## src/rtl/prr_pkg.sv

```systemverilog
`timescale 1ns/1ps
package prr_pkg;
    typedef enum logic [2:0] {
        ST_IDLE  = 3'd0,
        ST_RUN   = 3'd1,
        ST_DRAIN = 3'd2,
        ST_RECFG = 3'd3,
        ST_RST   = 3'd4,
        ST_ACT   = 3'd5
    } rstate_e;

    localparam int unsigned NARG     = 3;
    localparam int unsigned MIN_RST  = 4;
    localparam int unsigned SLOT_LSB = 5;

    localparam logic [2:0] WD_PROC  = 3'd0;
    localparam logic [2:0] WD_RSTAT = 3'd1;
    localparam logic [2:0] WD_IRQ   = 3'd2;
    localparam logic [2:0] WD_DLY   = 3'd3;
    localparam logic [2:0] WD_ARG0  = 3'd4;
    localparam logic [2:0] WD_LAST  = 3'd6;

    localparam int unsigned CMD_START  = 0;
    localparam int unsigned CMD_RELOAD = 1;
    localparam int unsigned CMD_STOP   = 2;

    localparam int unsigned EV_RDY = 0;
    localparam int unsigned EV_ACT = 1;
    localparam int unsigned EV_ERR = 2;
    localparam int unsigned IE_BIT = 8;

    localparam logic [1:0] RESP_OK     = 2'b00;
    localparam logic [1:0] RESP_SLVERR = 2'b10;
endpackage

```

## src/rtl/prr_axil.sv

```systemverilog
`timescale 1ns/1ps
module prr_axil
    import prr_pkg::*;
#(
    parameter int AW   = 12,
    parameter int DW   = 32,
    parameter int NREG = 8,
    localparam int IDX_W = (NREG > 1) ? $clog2(NREG) : 1
) (
    input  logic              clk,
    input  logic              rst_n,
    input  logic [AW-1:0]     s_awaddr,
    input  logic              s_awvalid,
    output logic              s_awready,
    input  logic [DW-1:0]     s_wdata,
    input  logic [DW/8-1:0]   s_wstrb,
    input  logic              s_wvalid,
    output logic              s_wready,
    output logic [1:0]        s_bresp,
    output logic              s_bvalid,
    input  logic              s_bready,
    input  logic [AW-1:0]     s_araddr,
    input  logic              s_arvalid,
    output logic              s_arready,
    output logic [DW-1:0]     s_rdata,
    output logic [1:0]        s_rresp,
    output logic              s_rvalid,
    input  logic              s_rready,
    output logic              wr_en,
    output logic [IDX_W-1:0]  wr_idx,
    output logic [2:0]        wr_word,
    output logic [DW-1:0]     wr_data,
    output logic [DW/8-1:0]   wr_strb,
    output logic [IDX_W-1:0]  rd_idx,
    output logic [2:0]        rd_word,
    input  logic [DW-1:0]     rd_data
);
    typedef struct packed {
        logic          bvalid;
        logic [1:0]    bresp;
        logic          rvalid;
        logic [1:0]    rresp;
        logic [DW-1:0] rdata;
    } bus_t;

    bus_t q, d;

    function automatic logic mapped(input logic [AW-1:0] a);
        logic ok;
        ok = (a[1:0] == 2'b00);
        ok = ok && ((a >> (SLOT_LSB + IDX_W)) == '0);
        ok = ok && (int'(a[SLOT_LSB +: IDX_W]) < NREG);
        ok = ok && (a[4:2] <= WD_LAST);
        return ok;
    endfunction

    logic wfire, rfire, whit, rhit;

    always_comb begin
        d         = q;
        s_awready = s_awvalid && s_wvalid && !q.bvalid;
        s_wready  = s_awready;
        s_arready = s_arvalid && !q.rvalid;
        wfire     = s_awready;
        rfire     = s_arready;
        whit      = mapped(s_awaddr);
        rhit      = mapped(s_araddr);

        wr_en   = wfire && whit;
        wr_idx  = s_awaddr[SLOT_LSB +: IDX_W];
        wr_word = s_awaddr[4:2];
        wr_data = s_wdata;
        wr_strb = s_wstrb;
        rd_idx  = s_araddr[SLOT_LSB +: IDX_W];
        rd_word = s_araddr[4:2];

        if (q.bvalid && s_bready) d.bvalid = 1'b0;
        if (wfire) begin
            d.bvalid = 1'b1;
            d.bresp  = whit ? RESP_OK : RESP_SLVERR;
        end
        if (q.rvalid && s_rready) d.rvalid = 1'b0;
        if (rfire) begin
            d.rvalid = 1'b1;
            d.rresp  = rhit ? RESP_OK : RESP_SLVERR;
            d.rdata  = rhit ? rd_data : '0;
        end
    end

    always_ff @(posedge clk) begin
        if (!rst_n) q <= '0;
        else        q <= d;
    end

    assign s_bvalid = q.bvalid;
    assign s_bresp  = q.bresp;
    assign s_rvalid = q.rvalid;
    assign s_rresp  = q.rresp;
    assign s_rdata  = q.rdata;
endmodule

```

## src/rtl/prr_region.sv

```systemverilog
`timescale 1ns/1ps
module prr_region
    import prr_pkg::*;
#(
    parameter int DW = 32,
    parameter int CW = 8,
    localparam int SW = DW / 8
) (
    input  logic                   clk,
    input  logic                   rst_n,
    input  logic                   wr_en,
    input  logic [2:0]             wr_word,
    input  logic [DW-1:0]          wr_data,
    input  logic [SW-1:0]          wr_strb,
    input  logic [2:0]             rd_word,
    output logic [DW-1:0]          rd_data,
    input  logic                   frame_busy_i,
    input  logic                   pipe_empty_i,
    input  logic                   cfg_done_i,
    output logic                   run_o,
    output logic                   hold_o,
    output logic                   load_rdy_o,
    output logic                   rrst_o,
    output logic                   start_o,
    output logic                   irq_o,
    output logic [NARG*DW-1:0]     arg_o
);
    typedef struct packed {
        rstate_e                  st;
        logic [CW-1:0]            cnt;
        logic [CW-1:0]            dly;
        logic                     ill;
        logic [2:0]               isr;
        logic                     ie;
        logic                     start;
        logic [NARG-1:0][DW-1:0]  args;
    } reg_t;

    reg_t q, d;

    function automatic logic [DW-1:0] merge(input logic [DW-1:0] o,
                                            input logic [DW-1:0] n,
                                            input logic [SW-1:0] s);
        logic [DW-1:0] r;
        r = o;
        for (int b = 0; b < SW; b++)
            if (s[b]) r[b*8 +: 8] = n[b*8 +: 8];
        return r;
    endfunction

    logic       cmd_wr;
    logic [2:0] cmd;
    logic       cmd_ok;

    always_comb begin
        d       = q;
        d.start = 1'b0;
        cmd_wr  = wr_en && (wr_word == WD_PROC);
        cmd     = wr_data[2:0];

        cmd_ok = 1'b0;
        if ($onehot(cmd)) begin
            if (cmd[CMD_START])
                cmd_ok = (q.st == ST_IDLE);
            else if (cmd[CMD_RELOAD])
                cmd_ok = (q.st == ST_IDLE) || (q.st == ST_RUN) || (q.st == ST_ACT);
            else
                cmd_ok = (q.st == ST_RUN) || (q.st == ST_ACT);
        end

        // software register writes; event sets below take priority
        if (wr_en) begin
            case (wr_word)
                WD_RSTAT: if (wr_data[0]) d.ill = 1'b0;
                WD_IRQ: begin
                    d.ie  = wr_data[IE_BIT];
                    d.isr = q.isr & ~wr_data[2:0];
                end
                WD_DLY:  d.dly = CW'(merge(DW'(q.dly), wr_data, wr_strb));
                default: begin
                    for (int k = 0; k < NARG; k++)
                        if (wr_word == WD_ARG0 + 3'(k))
                            d.args[k] = merge(q.args[k], wr_data, wr_strb);
                end
            endcase
        end

        case (q.st)
            ST_IDLE: begin
                if (cmd_wr && cmd_ok) begin
                    if (cmd[CMD_START]) begin
                        d.st    = ST_RUN;
                        d.start = 1'b1;
                    end else begin
                        d.st = ST_DRAIN;
                    end
                end
            end
            ST_RUN, ST_ACT: begin
                if (cmd_wr && cmd_ok)
                    d.st = cmd[CMD_RELOAD] ? ST_DRAIN : ST_IDLE;
            end
            ST_DRAIN: begin
                if (!frame_busy_i && pipe_empty_i) begin
                    d.st          = ST_RECFG;
                    d.isr[EV_RDY] = 1'b1;
                end
            end
            ST_RECFG: begin
                if (cfg_done_i) begin
                    d.st  = ST_RST;
                    d.cnt = (q.dly < CW'(MIN_RST)) ? CW'(MIN_RST) : q.dly;
                end
            end
            ST_RST: begin
                if (q.cnt <= CW'(1)) begin
                    d.st          = ST_ACT;
                    d.start       = 1'b1;
                    d.isr[EV_ACT] = 1'b1;
                end else begin
                    d.cnt = q.cnt - CW'(1);
                end
            end
            default: d.st = ST_IDLE;
        endcase

        if (cmd_wr && (cmd != 3'b000) && !cmd_ok) begin
            d.ill         = 1'b1;
            d.isr[EV_ERR] = 1'b1;
        end
    end

    always_ff @(posedge clk) begin
        if (!rst_n) q <= '0;
        else        q <= d;
    end

    always_comb begin
        rd_data = '0;
        case (rd_word)
            WD_PROC:  rd_data = DW'(q.st);
            WD_RSTAT: rd_data = DW'({pipe_empty_i, frame_busy_i, q.ill});
            WD_IRQ: begin
                rd_data[2:0]   = q.isr;
                rd_data[IE_BIT] = q.ie;
            end
            WD_DLY:   rd_data = DW'(q.dly);
            default: begin
                for (int k = 0; k < NARG; k++)
                    if (rd_word == WD_ARG0 + 3'(k)) rd_data = q.args[k];
            end
        endcase
    end

    assign run_o      = (q.st == ST_RUN) || (q.st == ST_DRAIN) || (q.st == ST_ACT);
    assign hold_o     = (q.st == ST_DRAIN);
    assign load_rdy_o = (q.st == ST_RECFG);
    assign rrst_o     = (q.st == ST_RST);
    assign start_o    = q.start;
    assign irq_o      = q.ie && (|q.isr);
    assign arg_o      = q.args;
endmodule

```

## src/rtl/prr_ctrl.sv

```systemverilog
`timescale 1ns/1ps
module prr_ctrl
    import prr_pkg::*;
#(
    parameter int NREG = 8,
    parameter int AW   = 12,
    parameter int DW   = 32,
    parameter int CW   = 8
) (
    input  logic                     clk,
    input  logic                     rst_n,
    input  logic [AW-1:0]            s_awaddr,
    input  logic                     s_awvalid,
    output logic                     s_awready,
    input  logic [DW-1:0]            s_wdata,
    input  logic [DW/8-1:0]          s_wstrb,
    input  logic                     s_wvalid,
    output logic                     s_wready,
    output logic [1:0]               s_bresp,
    output logic                     s_bvalid,
    input  logic                     s_bready,
    input  logic [AW-1:0]            s_araddr,
    input  logic                     s_arvalid,
    output logic                     s_arready,
    output logic [DW-1:0]            s_rdata,
    output logic [1:0]               s_rresp,
    output logic                     s_rvalid,
    input  logic                     s_rready,
    input  logic [NREG-1:0]          frame_busy_i,
    input  logic [NREG-1:0]          pipe_empty_i,
    input  logic [NREG-1:0]          cfg_done_i,
    output logic [NREG-1:0]          run_o,
    output logic [NREG-1:0]          hold_o,
    output logic [NREG-1:0]          load_rdy_o,
    output logic [NREG-1:0]          rrst_o,
    output logic [NREG-1:0]          start_o,
    output logic [NREG-1:0]          irq_o,
    output logic [NREG*NARG*DW-1:0]  arg_o
);
    localparam int IDX_W = (NREG > 1) ? $clog2(NREG) : 1;

    logic             wr_en;
    logic [IDX_W-1:0] wr_idx;
    logic [2:0]       wr_word;
    logic [DW-1:0]    wr_data;
    logic [DW/8-1:0]  wr_strb;
    logic [IDX_W-1:0] rd_idx;
    logic [2:0]       rd_word;
    logic [DW-1:0]    rd_sel;
    logic [DW-1:0]    rd_vec [NREG];

    prr_axil #(.AW(AW), .DW(DW), .NREG(NREG)) u_bus (
        .clk(clk), .rst_n(rst_n),
        .s_awaddr(s_awaddr), .s_awvalid(s_awvalid), .s_awready(s_awready),
        .s_wdata(s_wdata), .s_wstrb(s_wstrb), .s_wvalid(s_wvalid), .s_wready(s_wready),
        .s_bresp(s_bresp), .s_bvalid(s_bvalid), .s_bready(s_bready),
        .s_araddr(s_araddr), .s_arvalid(s_arvalid), .s_arready(s_arready),
        .s_rdata(s_rdata), .s_rresp(s_rresp), .s_rvalid(s_rvalid), .s_rready(s_rready),
        .wr_en(wr_en), .wr_idx(wr_idx), .wr_word(wr_word), .wr_data(wr_data),
        .wr_strb(wr_strb), .rd_idx(rd_idx), .rd_word(rd_word), .rd_data(rd_sel)
    );

    for (genvar r = 0; r < NREG; r++) begin : g_reg
        prr_region #(.DW(DW), .CW(CW)) u_rg (
            .clk(clk), .rst_n(rst_n),
            .wr_en(wr_en && (int'(wr_idx) == r)),
            .wr_word(wr_word), .wr_data(wr_data), .wr_strb(wr_strb),
            .rd_word(rd_word), .rd_data(rd_vec[r]),
            .frame_busy_i(frame_busy_i[r]), .pipe_empty_i(pipe_empty_i[r]),
            .cfg_done_i(cfg_done_i[r]),
            .run_o(run_o[r]), .hold_o(hold_o[r]), .load_rdy_o(load_rdy_o[r]),
            .rrst_o(rrst_o[r]), .start_o(start_o[r]), .irq_o(irq_o[r]),
            .arg_o(arg_o[r*NARG*DW +: NARG*DW])
        );
    end

    always_comb begin
        rd_sel = '0;
        for (int r = 0; r < NREG; r++)
            if (int'(rd_idx) == r) rd_sel = rd_vec[r];
    end
endmodule

```

## config.mk

```make
export PLATFORM = sky130hd
export DESIGN_NAME = prr_ctrl
export DESIGN_NICKNAME = d
export VERILOG_FILES = /design/src/rtl/prr_pkg.sv /design/src/rtl/prr_axil.sv /design/src/rtl/prr_region.sv /design/src/rtl/prr_ctrl.sv
export SDC_FILE = /design/constraint.sdc
export NUM_CORES = 2
export LEC_CHECK = 0
export ABC_CLOCK_PERIOD_IN_PS = 2800
export BUFFER_PORTS_ARGS = -buffer_cell sky130_fd_sc_hd__buf_2
export CORE_UTILIZATION = 40
export CTS_CLUSTER_DIAMETER = 50
export DETAILED_ROUTE_END_ITERATION = 10
export HOLD_SLACK_MARGIN = 0.15
export PLACE_DENSITY = 0.69
export SYNTH_ARGS = -nofsm -noshare
export SYNTH_HDL_FRONTEND = slang
export SYNTH_SLANG_ARGS = --single-unit
```

## constraint.sdc

```tcl
create_clock -name clk -period 2.8 [get_ports clk]
set_input_delay 0.14 -clock clk [delete_from_list [all_inputs] [get_ports clk]]
set_output_delay 0.14 -clock clk [all_outputs]
set_load 0.05 [all_outputs]
```

Yosys cells after proc, flatten, opt, wreduce, memory -nomap -nowiden
Index checks and enable logic that the tools add are counted.

word-level totals
  bits in latches = 0
  register bits after elaboration = 1006
  memory bits (writable) = 0
  bits in read-only memories = 0
  input port bits = 91
  memories = 0
  output and inout port bits = 857
  word-level logic and storage cells = 917

cells by class
  $lt $le $gt $ge = 18
  div/mod/pow operators = 0
  muxes and demuxes = 252
  $add $sub $neg = 10
  reductions and logical operators = 347
  multiply operators = 0
  equality and inequality tests = 115
  bitwise operators = 10
  shifts and indexed selects = 0

operator list
  operator                                                                           number
  32-bit 2-to-1 mux                                                                  33
  4-bit AND reduction                                                                96
  23-bit 2-to-1 mux                                                                  8
  8-bit 2-to-1 mux                                                                   16
  8-bit one-hot mux with 2 select lines                                              8
  3-bit one-hot mux with 5 select lines                                              8
  3-bit 2-to-1 mux                                                                   33
  3-bit one-hot mux with 4 select lines                                              8
  3-bit equality test (second input constant)                                        30
  11-bit 2-to-1 mux                                                                  8
  2-bit nonzero test                                                                 42
  2-bit inequality test (second input constant)                                      40
  5-bit one-hot mux with 2 select lines                                              8
  1-bit 2-to-1 mux                                                                   77
  3-bit by 2-bit equality test with 1-bit output (second input constant)             24
  3-bit AND reduction                                                                24
  1-bit logical AND                                                                  66
  8-bit by 1-bit less-or-equal comparator with 1-bit output (second input constant)  8
  8-bit by 3-bit less-than comparator with 1-bit output (second input constant)      8
  8-bit by 1-bit subtractor with 8-bit output (second input constant)                8
  1-bit logical OR                                                                   40
  5-bit 2-to-1 mux                                                                   8
  5-bit AND reduction                                                                8
  3-bit by 1-bit equality test with 1-bit output (second input constant)             12
  21 further kinds                                                                   131

Longest topological paths before layout
  depth after elaboration = 15
  depth in mapped cells = 10
  gate-level depth less buffers = 8

Hierarchy
From an unflattened synthesis, not the netlist that was laid out.

unflattened totals
  cells, all modules = 7478
  area, all modules = 59564.6 µm²

modules (own cells, without submodules)
  module                          area an instance (µm²)  times used  seq. area each (µm²)  cells each
  prr_region (g_reg[2].u_rg ...)  6866.6                  4           2422.3                858
  prr_region (g_reg[6].u_rg)      6870.3                  1           2422.3                858
  prr_region (g_reg[1].u_rg)      6869.1                  1           2422.3                858
  prr_region (g_reg[7].u_rg)      6867.8                  1           2422.3                858
  prr_region (g_reg[0].u_rg)      6832.8                  1           2422.3                856
  prr_ctrl                        2683.8                  1           0.0                   391
  prr_axil                        1974.4                  1           720.7                 225

Worst setup path before layout
No wires, ideal clock.

  path type = flip-flop to flip-flop
  from = reg u_bus.q (netlist bit u_bus.s_bvalid)
  to = reg g_reg[2].u_rg.q (netlist bit g_reg[2].u_rg.start_o)
  data required time = 2.740 ns
  clock period less this slack = 2.508 ns
  data arrival time = 2.448 ns
  path buffers = 3
  stages on the path, launching flop included = 9
  library setup time = 0.060 ns
  slack = 0.292 ns
  cells stage by stage = dfxtp_1 -> and3b_1 -> buf_2 -> nand4_2 -> or4_1 -> buf_2 -> buf_6 -> o41ai_2 -> and3_1

between the ends
  cells in the longest elaborated chain, start to end = 8

RTL lines
  item                                   RTL line           text
  start: declaration                     prr_axil.sv:46     bus_t q, d;
  start signal: assignment               prr_axil.sv:91     if (!rst_n) q <= '0;
  start signal: assignment               prr_axil.sv:92     else q <= d;
  1-bit zero test                        prr_axil.sv:61     s_awready = s_awvalid && s_wvalid && !q.bvalid;
  1-bit logical AND                      prr_axil.sv:61
  named net s_awready                    prr_ctrl.sv:14     output logic s_awready,
  1-bit logical AND                      prr_axil.sv:69     wr_en = wfire && whit;
  1-bit logical AND                      prr_ctrl.sv:66     .wr_en(wr_en && (int'(wr_idx) == r)),
  1-bit logical AND                      prr_region.sv:58   cmd_wr = wr_en && (wr_word == WD_PROC);
  1-bit logical AND                      prr_region.sv:90   if (cmd_wr && cmd_ok) begin
  1-bit 2-to-1 mux                       prr_region.sv:90
  1-bit one-hot mux with 2 select lines  prr_region.sv:88   case (q.st)
  end signal: assignment                 prr_region.sv:134  if (!rst_n) q <= '0;
  end signal: assignment                 prr_region.sv:135  else q <= d;
  end: declaration                       prr_region.sv:39   reg_t q, d;

The timed path passes the listed nets, and every way through them passes these cells.
A chain may end at the register's enable or synchronous reset.

Final worst setup path
  from = reg g_reg[3].u_rg.q[119] (netlist bit)
  to = out run_o[3]

between the ends
  cells in the longest elaborated chain, start to end = 3
  elaborated cells between the ends (all ways) = 5
  those cells by class = 3 x eq/ne; 2 x reduce/logical

RTL lines
  item                                                                                                                     RTL line           text
  start: declaration                                                                                                       prr_region.sv:39
  start signal: assignment                                                                                                 prr_region.sv:134
  start signal: assignment                                                                                                 prr_region.sv:135
  3-bit by 1-bit equality test with 1-bit output / 3-bit by 2-bit equality test with 1-bit output (equally long branches)  prr_region.sv:155  assign run_o = (q.st == ST_RUN) || (q.st == ST_DRAIN) || (q.st == ST_ACT);
  1-bit logical OR                                                                                                         prr_region.sv:155
  1-bit logical OR *                                                                                                       prr_region.sv:155
  end: declaration                                                                                                         prr_ctrl.sv:32     output logic [NREG-1:0] run_o,

Mark *: on every way between the ends. The rest lies on a longest branch, timed or not.

==> key figures <==
Drt
  • DR DRC count: 0
  • DR WL/cell: a little under 30 µm
  • Post-route antenna net violation count: 0
  • Routed WL: about 270 mm
  • Via count: between 50,000 and 60,000
  • Pre-Repair DR Iteration Count: 11
  • DR vias/cell: about 6
  • DRT iter0 DRCs: roughly 6,800

Finish
  • Most frequent cells in the layout: nand2_1 (1,931), a21oi_1 (1,054), dfxtp_1 (1,003)
  • Layout area overhead: 13.6%
  • Filler cell count: about 13,000
  • Nets: around 7,400
  • Ratio of cells with drive above 1 in the final layout: around 22%
  • Commonest non-fill, non-tap cell in the layout: nand2_1
  • Final core utilization: between 40% and 50%

CTS
  • # H-tree levels: 4
  • CTS tree: built
  • Root Buffer: clkbuf_16
  • Max clock buf depth: 3
  • Post-CTS Setup Inserts: 0
  • TritonCTS Sinks: around 1,000
  • Clk_lat worst skew: roughly 0.80 ns
  • Worst-path clk slew: about 0.06 ns
  • CTS Buf Count: 139

Worst setup path
  • Crit-path slowest cell: nor3_1
  • Setup Crit Path Kind: reg2out
  • Max incr delay on CP: slightly above 0.7 ns
  • Critical Path AT: 2.69 ns
  • Crit-path max FO: 9
  • Critical path, cell by cell: inv_1, nor3_1, a21o_1, buf_2
  • CP Capture Type: output pin
  • Crit start category: register
  • Req. time, crit path: about 2.7 ns

Placement
  • Number of buffers added on ports: 945
  • Setup WS pre-CTS: around 0.13 ns
  • Hpwl dp: around 200 mm
  • Gpl congestion: just over 1

STA
  • Fmax: approximately 350 MHz
  • Final Critical Period: approximately 2.8 ns
  • Post-layout worst setup margin: -0.0289 ns
  • Period utilization: 101%
  • Fin Hold WS: roughly 0.16 ns
  • Fin. Hold Viols: 0
  • Final Skew: approximately 0.028 ns
  • Setup Total Neg Slack: -0.0289 ns
  • Max Slew Vio Count: 0
  • # setup viols final: 1
  • Relative slew slack: between 1.5 and 2%
  • Worst slew pin tran: around 1.5 ns

GRT
  • Pin count of the biggest net entering global routing: 241
  • Initial antenna violation count: 16
  • Total grt overflow: 0
  • Vias in the first global route: 50,000
  • First-pass GRT wire length: 369 mm
  • GRT Util Overall: between 30 and 40%

Die
  • Total core area: about 130,000 µm²
  • Row count: roughly 130
  • Boundary Pins: between 900 and 1,000
  • Die height: 368 µm
  • Die area: roughly 140,000 µm²
  • Starting density of the core: 40.5%
  • Die Width: 368 µm

Pwr
  • Worst VDD drop: roughly 0.55 mV
  • Pwr dens: approximately 580 nW/µm²
  • Static Leakage: ~0.024 µW

Synth
  • Mapped Cells: roughly 7,000
  • Post-synthesis mux area share: 5.32%
  • Post-synth cell types: 87
  • XOR/XNOR Fraction of Synth Area: 0%
  • FF+latch count, synth: 1,004
  • Mean Syn Cell Area: roughly 7.5 µm²
  • Post-synth ARST share: 0%
  • Cell Area, Synth: about 54,000 µm²
  • Synth Area in Simple Gates: approximately a fifth
  • Adder-cell share of the synthesized area: less than 1%
  • Complex-gate fraction of the synthesized area: around 20%
  • YS warnings: 0
  • Sequential share of the synthesized area: 37.5%
  • Largest family of logic cells by synthesized area: simple AND/OR/NAND/NOR gates
  • Top FF cell, synth: dfxtp_1
  • EDFF count, synth: 0

Job
  • Max-cap violations: 0

Min path
  • Hold Path Class: in2reg

Status
  • Outcome: complete, but fails checks
  • Failing checks: negative setup slack
[report_power, final]
part           switching, µW  internal (µW)  leakage [µW]  total [µW]
Clock                   7420          11100       0.00229       18500
Combinational           1710            632        0.0133        2340
Sequential              4.67          14300       0.00808       14300
Total                   9140          26000        0.0236       35200
[layer usage]
| layer | track usage, % | routed length (µm) | vias to the layer above |
|---|---|---|---|
| li1 | - | - | 23900 |
| met1 | 42.2 | 91100 | 25800 |
| met2 | 59.0 | 119000 | 3773 |
| met3 | 11.8 | 31600 | 952 |
| met4 | 29.2 | 24300 | 8 |
| met5 | 0 | 178 | - |
[metrics by stage]
step	instances	power, µW	area (µm²)
finish	9185	35200	60800
global route	9181	35900	60800
CTS	9179	35100	60800
detailed placement	8830	16800	55100
global placement	8830	16800	55100
floorplan	7138	15700	53600
[worst paths after layout]
| check | startpoint | end | slack (ns) | cells after the start |
|---|---|---|---|---|
| worst max-delay path | g_reg[3].u_rg.q[119]$_SDFFE_PN0P_ | run_o[3] | -0.03 | 4 |
| worst min-delay path | s_araddr[10] | u_bus.s_rdata[8]$_SDFFE_PN0P_ | 0.16 | 5 |
| worst max register to register | u_bus.s_bvalid$_SDFFE_PN0P_ | g_reg[6].u_rg.arg_o[12]$_SDFFE_PN0P_ | 0.16 | 7 |
| worst min register to register | g_reg[3].u_rg.q[117]$_SDFFE_PN0P_ | g_reg[3].u_rg.q[117]$_SDFFE_PN0P_ | 0.46 | 2 |
[final cells by class]
cell class | instances | area (µm²) | share of cell area [%]
antenna | 6 | 15.0 | 0.0247
timing repair buffer | 1326 | 8230 | 13.5
inverter | 78 | 308 | 0.506
sequential | 1004 | 20100 | 33.0
clock inverter | 65 | 875 | 1.44
clock buffer | 189 | 3890 | 6.40
multi-input combinational | 4762 | 25200 | 41.5
tap | 1755 | 2200 | 3.61
[critical path, delay by kind of cell, from the launching register on]
family / cells / cell delay, ns
simple gates: 1 / 0.72
buf+inv: 2 / 0.45
compound gates: 1 / 0.22
flops: 1 / 0.52
[what timing repair did]
item | in CTS | in global routing
gates resized for setup | 3 | 11
hold buffers | 95 | 0
endpoints found under the hold margin | 895 | 0
setup endpoints to repair | 2 | 9
[cells in the mapped netlist, types with 19 or more instances]
cell / number / area (µm²)
a211oi_1: 33 / 248
a21oi_1: 1054 / 5280
a221o_1: 26 / 260
a221oi_1: 46 / 403
a22oi_1: 50 / 375
a31oi_1: 47 / 294
a32oi_1: 23 / 201
and3_1: 31 / 194
buf_2: 57 / 285
buf_4: 825 / 6190
clkbuf_1: 395 / 1480
dfxtp_1: 1004 / 20100
inv_1: 71 / 267
mux2_2: 33 / 372
mux2i_1: 198 / 1980
mux4_2: 22 / 495
nand2_1: 1934 / 7260
nand2b_1: 28 / 175
nand3_1: 73 / 365
nand4_1: 31 / 194
nor2_1: 247 / 927
nor2_2: 27 / 169
nor2b_1: 59 / 369
nor3_1: 49 / 245
nor4_1: 28 / 175
o211ai_1: 36 / 270
o21ai_0: 257 / 1290
o221a_2: 19 / 214
o22ai_1: 55 / 344
o2bb2ai_1: 39 / 342
or2_2: 29 / 181
[logic make-up (layout without fill, tap and decap cells)]
family / Yosys count / in the layout
compound gates: 1848 / 1848
fa+ha+maj: 17 / 17
buf+inv: 1372 / 1658
flops: 1004 / 1004
mux: 253 / 253
other cells: 1 / 8
simple gates: 2642 / 2642
[state kept, by name (all words and copies together), names as in the netlist]
| signal | flops |
|---|---|
| u_bus.s_rresp | 1 |
| u_bus.s_bvalid | 1 |
| u_bus.s_bresp | 1 |
| u_bus.s_rdata | 32 |
| g.u_rg.arg_o | 768 |
| g.u_rg.q | 192 |
| u_bus.s_rvalid | 1 |
| g.u_rg.start_o | 8 |
Note: power is estimated with default switching activity, not from simulation.
